## src/rtl/bseq_pkg.sv

```systemverilog
package bseq_pkg;

    localparam int unsigned ADDR_W_DEF = 17;
    localparam int unsigned BEAT_W_DEF = 2;

    typedef enum logic [1:0] {
        SRC_NONE  = 2'd0,
        SRC_PROC  = 2'd1,
        SRC_CACHE = 2'd2
    } strobe_src_e;

    typedef enum logic {
        ORD_LINEAR     = 1'b0,
        ORD_INTERLEAVE = 1'b1
    } order_e;

    typedef struct packed {
        logic        load;
        strobe_src_e src;
    } strobe_req_t;

    // Fixed priority: the processor strobe wins over the cache strobe.
    function automatic strobe_src_e pick_src(input logic p, input logic c);
        if (p)      return SRC_PROC;
        else if (c) return SRC_CACHE;
        else        return SRC_NONE;
    endfunction

endpackage

```

## src/rtl/bseq_strobe_arb.sv

```systemverilog
module bseq_strobe_arb
    import bseq_pkg::*;
(
    input  logic        proc_strobe,
    input  logic        cache_strobe,
    output strobe_req_t req
);
    always_comb begin
        req.src  = pick_src(proc_strobe, cache_strobe);
        req.load = (req.src != SRC_NONE);
    end
endmodule

```

## src/rtl/bseq_beat_ctr.sv

```systemverilog
module bseq_beat_ctr #(
    parameter int unsigned BEAT_W = 2
) (
    input  logic              clk,
    input  logic              rst,
    input  logic              restart,
    input  logic              advance,
    output logic [BEAT_W-1:0] beat
);
    localparam logic [BEAT_W-1:0] ONE = BEAT_W'(1);

    logic [BEAT_W-1:0] beat_q;

    always_ff @(posedge clk) begin
        if (rst)          beat_q <= '0;
        else if (restart) beat_q <= '0;
        else if (advance) beat_q <= beat_q + ONE;
    end

    assign beat = beat_q;

    // an advance without a restart moves the beat forward by one, wrapping
    a_r4_advance_inc: assert property (@(posedge clk) disable iff (rst)
        (advance && !restart) |=> (beat_q == $past(beat_q) + ONE));

    // a restart always brings the beat back to zero, even with an advance
    a_r9_restart_zero: assert property (@(posedge clk) disable iff (rst)
        restart |=> (beat_q == '0));
endmodule

```

## src/rtl/bseq_order_map.sv

```systemverilog
module bseq_order_map
    import bseq_pkg::*;
#(
    parameter int unsigned BEAT_W = 2
) (
    input  logic [BEAT_W-1:0] base,
    input  logic [BEAT_W-1:0] beat,
    input  order_e            ord,
    output logic [BEAT_W-1:0] low
);
    logic [BEAT_W-1:0] lin_low;
    logic [BEAT_W-1:0] ilv_low;

    // Linear ordering: modular add of the beat count
    assign lin_low = base + beat;

    // Interleaved ordering: bitwise XOR of the beat count
    for (genvar i = 0; i < int'(BEAT_W); i++) begin : g_ilv_bit
        assign ilv_low[i] = base[i] ^ beat[i];
    end

    assign low = (ord == ORD_INTERLEAVE) ? ilv_low : lin_low;
endmodule

```

## src/rtl/burst_addr_seq.sv

```systemverilog
module burst_addr_seq
    import bseq_pkg::*;
#(
    parameter int unsigned ADDR_W = ADDR_W_DEF,
    parameter int unsigned BEAT_W = BEAT_W_DEF
) (
    input  logic              clk,
    input  logic              rst,
    input  logic              proc_strobe,
    input  logic              cache_strobe,
    input  logic              step,
    input  logic              order_sel,
    input  logic [ADDR_W-1:0] addr_in,
    output logic [ADDR_W-1:0] addr_out,
    output logic [BEAT_W-1:0] beat
);
    localparam int unsigned HI_W = ADDR_W - BEAT_W;
    localparam logic [BEAT_W-1:0] LAST_BEAT = {BEAT_W{1'b1}};

    strobe_req_t       req;
    logic              active_q;
    order_e            ord_q;
    logic [HI_W-1:0]   hi_q;
    logic [BEAT_W-1:0] base_q;
    logic [BEAT_W-1:0] beat_q;
    logic [BEAT_W-1:0] low;
    logic              adv;

    bseq_strobe_arb u_arb (
        .proc_strobe (proc_strobe),
        .cache_strobe(cache_strobe),
        .req         (req)
    );

    assign adv = step && active_q;

    bseq_beat_ctr #(.BEAT_W(BEAT_W)) u_ctr (
        .clk    (clk),
        .rst    (rst),
        .restart(req.load),
        .advance(adv),
        .beat   (beat_q)
    );

    always_ff @(posedge clk) begin
        if (rst) begin
            active_q <= 1'b0;
            ord_q    <= ORD_INTERLEAVE;
            hi_q     <= '0;
            base_q   <= '0;
        end else if (req.load) begin
            active_q <= 1'b1;
            ord_q    <= order_e'(order_sel);
            hi_q     <= addr_in[ADDR_W-1:BEAT_W];
            base_q   <= addr_in[BEAT_W-1:0];
        end
    end

    bseq_order_map #(.BEAT_W(BEAT_W)) u_map (
        .base(base_q),
        .beat(beat_q),
        .ord (ord_q),
        .low (low)
    );

    assign addr_out = {hi_q, low};
    assign beat     = beat_q;

    // before any load the outputs rest at zero
    a_r1_idle_zero: assert property (@(posedge clk) disable iff (rst)
        !active_q |-> (addr_out == '0 && beat == '0));

    // a processor strobe loads the sampled address
    a_r2_proc_load: assert property (@(posedge clk) disable iff (rst)
        proc_strobe |=> (addr_out == $past(addr_in) && beat == '0));

    // the cache strobe alone also loads the sampled address
    a_r3_cache_load: assert property (@(posedge clk) disable iff (rst)
        (cache_strobe && !proc_strobe) |=> (addr_out == $past(addr_in)));

    // the upper bits do not move without a strobe
    a_r7_upper_stable: assert property (@(posedge clk) disable iff (rst)
        !req.load |=> $stable(addr_out[ADDR_W-1:BEAT_W]));

    // no strobe and no step means the outputs hold
    a_r4_hold: assert property (@(posedge clk) disable iff (rst)
        (!req.load && !step) |=> ($stable(addr_out) && $stable(beat)));

    // a step on the last beat returns to the start address
    a_r8_wrap_start: assert property (@(posedge clk) disable iff (rst)
        (active_q && step && !req.load && beat == LAST_BEAT)
        |=> (addr_out == {hi_q, base_q} && beat == '0));

    // the captured ordering changes only on a load
    a_r10_order_held: assert property (@(posedge clk) disable iff (rst)
        !req.load |=> $stable(ord_q));
endmodule

```

## config.mk

```make
export PLATFORM = sky130hd
export DESIGN_NAME = burst_addr_seq
export DESIGN_NICKNAME = d
export VERILOG_FILES = /design/src/rtl/bseq_pkg.sv /design/src/rtl/bseq_strobe_arb.sv /design/src/rtl/bseq_beat_ctr.sv /design/src/rtl/bseq_order_map.sv /design/src/rtl/burst_addr_seq.sv
export SDC_FILE = /design/constraint.sdc
export NUM_CORES = 1
export LEC_CHECK = 0
export BUFFER_PORTS_ARGS = -buffer_cell sky130_fd_sc_hd__buf_4
export CORE_ASPECT_RATIO = 1.4
export CORE_MARGIN = 5
export CORE_UTILIZATION = 48
export CTS_BUF_LIST = sky130_fd_sc_hd__clkbuf_4 sky130_fd_sc_hd__clkbuf_8
export DETAILED_ROUTE_END_ITERATION = 8
export GPL_TIMING_DRIVEN = 0
export PLACE_DENSITY = 0.78
export SKIP_LAST_GASP = 1
export SYNTH_ARGS = -nofsm -noshare
export SYNTH_HDL_FRONTEND = slang
export SYNTH_SLANG_ARGS = --single-unit
```

## constraint.sdc

```tcl
create_clock -name clk -period 1.2 [get_ports clk]
set_clock_uncertainty 0.15 [all_clocks]
set_input_delay 0 -clock clk [delete_from_list [all_inputs] [get_ports clk]]
set_output_delay 0 -clock clk [all_outputs]
set_load 0.05 [all_outputs]
```

==> flow_metrics.tcl <==
set metrics [dict create \
    drive_above_1_share 0.533 \
    clk_latency_ns 0.31 \
    dieArea_sq_mm 0.00299 \
    slew_headroom 0.737 \
    synth-seq-cells 21 \
    pre_cts_ws_ns -0.0212 \
    rsz0062_at_grt "yes" \
    min_period_over_period 1.20 \
    crit_type "flip-flop to primary output" \
    grt_pass1_vias 1098 \
    cp_data_arrival_time_ns 1.29 \
    via_per_inst 5.57 \
    io_buffer_count 39 \
    core_area_sq_mm 0.00193 \
    area_delta_synth_final_pct 82.4 \
    grt-ovfl-total 0 \
    start_kind "flip-flop" \
    clock_sinks 21 \
    vdd_drop_max_uv 901 \
    fmax_mhz 695 \
    grt_pass1_wl_mm 5.02 \
    fp.dieH_um 62.8 \
    syn-instance-count 98 \
    final_cell_mix "buf_4, dlygate4sd3_1, dfxtp_2" \
    grt.total_usage 0.226 \
    cts-root-buf "clkbuf_4" \
    leakage_uw 0.000706 \
    end_kind "primary output" \
    layout_commonest_cell "buf_4" \
    die_width_um 47.7 \
    hold_viol 0 \
    drt_iter0_drc 36 \
    crit_required_ns 1.05 \
    outcome "finished, violations left" \
    ant_nets 0 \
    grt_antenna_before_repair 0 \
    core.rowCount 19 \
    violations "setup timing" \
    synth_area_sq_um 955 \
    cts_tree "yes" \
    fin_nets 194 \
    regArea_sq_um 447 \
    multi_input_area_sq_um 577 \
    postSynthAreaPerCell_sq_um 9.74 \
    fin_area_sq_mm 0.00174 \
    ys_seq_area_frac 0.440 \
    initial_core_util 0.496 \
    finalSetupViolations 5 \
    setup_tns_ns -0.582 \
    wl_per_cell_um 17.7 \
    post-dp-hpwl_mm 1.77 \
    dr.pass1.iters 4 \
    layout_setup_ws_ns -0.238 \
    worst-path-max-fanout 2 \
    grt_max_degree 12 \
    cap_violations 0 \
    hp-class "primary input to flip-flop" \
    drt_wl_total_mm 3.37 \
    post_dp_cell_area_sq_mm 0.00132 \
    timing_max_transition_violations_final 0 \
    htree_levels 1 \
    synth.net_count 122 \
    cts.clk_slew.worst_paths_ns 0.12 \
    place_congestion 0.713 \
    p_per_area_mw_per_mm2 941 \
    drc 0 \
    cts_buffer_depth 2 \
    yosysUniqueCellTypes 23 \
    vias 1059 \
    ys_warn_count 0 \
    rrSetupSlack_ns -0.20 \
    diodes 0 \
    tightest_slew_ns 0.395 \
    ios 42 \
    fin_crit_ns 1.44 \
    numCtsBuffers 3 \
    fillers 77 \
]
==> Yosys cell counts <==
| cell type | count | area (sq um) |
|---|---|---|
| a2111oi_2 | 1 | 15.0 |
| a211o_1 | 1 | 8.76 |
| a21bo_2 | 1 | 10.0 |
| a21oi_1 | 10 | 50.1 |
| a21oi_2 | 7 | 61.3 |
| buf_2 | 4 | 20.0 |
| buf_6 | 2 | 22.5 |
| clkbuf_1 | 2 | 7.51 |
| clkbuf_2 | 2 | 10.0 |
| dfxtp_1 | 21 | 420 |
| ha_1 | 1 | 12.5 |
| mux2_2 | 1 | 11.3 |
| nand3_1 | 1 | 5.00 |
| nand3b_1 | 1 | 7.51 |
| nor2_1 | 2 | 7.51 |
| nor2b_1 | 1 | 6.26 |
| nor3_1 | 1 | 5.00 |
| nor4_1 | 1 | 6.26 |
| nor4b_1 | 1 | 8.76 |
| o21a_1 | 1 | 7.51 |
| o21ai_0 | 17 | 85.1 |
| or3b_1 | 17 | 149 |
| xnor2_1 | 2 | 17.5 |
==> metrics by stage <==
step	util	instances	hold WS (ns)	power [uW]
final	0.904	190	0.00846	1640
after global routing	0.904	190	0.0181	1700
after CTS	0.844	185	0.0183	1600
after detailed placement	0.685	158	0.0541	1160
after global placement	0.685	158	0.0466	1150
after floorplan	-	98	-0.0797	1020
==> final timing paths <==
kind,endpoint,cells past startpoint,start
max,addr_out[1],4,u_ctr.beat[0]
min,u_ctr.beat[1],3,rst
max reg2reg,u_ctr.beat[0],4,u_ctr.beat[0]
min reg2reg,ord_q,1,ord_q
==> cells by family after synthesis <==
family          synth area share
flops                      0.440
compound gates             0.249
simple gates               0.204
fa+ha+maj                 0.0131
buf+inv                   0.0629
xor+xnor                  0.0184
mux                       0.0118
==> state kept, by name (all words and copies together), names as in the netlist <==
register	count
active_q	1
u_ctr.beat	2
ord_q	1
base_q	2
hi_q	15
==> worst max-delay path, cell delays in order, from the launching register on <==
cell and delay (ns):
dfxtp_4 0.38, ha_4 0.12, nor2b_4 0.17, xnor2_4 0.13
buf_6 0.17
==> routing by layer <==
metal	track usage	routed length, um	vias to the layer above
met2	0.366	1800	47
met4	0.108	112	0
met5	0	0	-
met3	0.0634	215	11
li1	-	-	502
met1	0.256	1240	499
==> power breakdown <==
part | internal [uW] | switching [uW] | total [uW]
Clock | 152 | 225 | 377
Combinational | 224 | 268 | 492
Sequential | 743 | 27.6 | 770
Total | 1120 | 520 | 1640
==> cell type report <==
type,count,share of cell area
Sequential cell,21,0.256
Clock buffer,4,0.0172
Timing Repair Buffer,67,0.338
Multi-Input combinational cell,67,0.331
Tap cell,21,0.0151
Buffer,10,0.0424
==> repair_timing <==
action / in CTS / in global routing
hold buffers: 22 / 5
buffers inserted: 1 / 1
setup endpoints to repair: 2 / 21
resized for setup: 9 / 19
endpoints found under the hold margin: 21 / 1
pin swaps: 1 / 1
(Power assumes the default switching activity.)
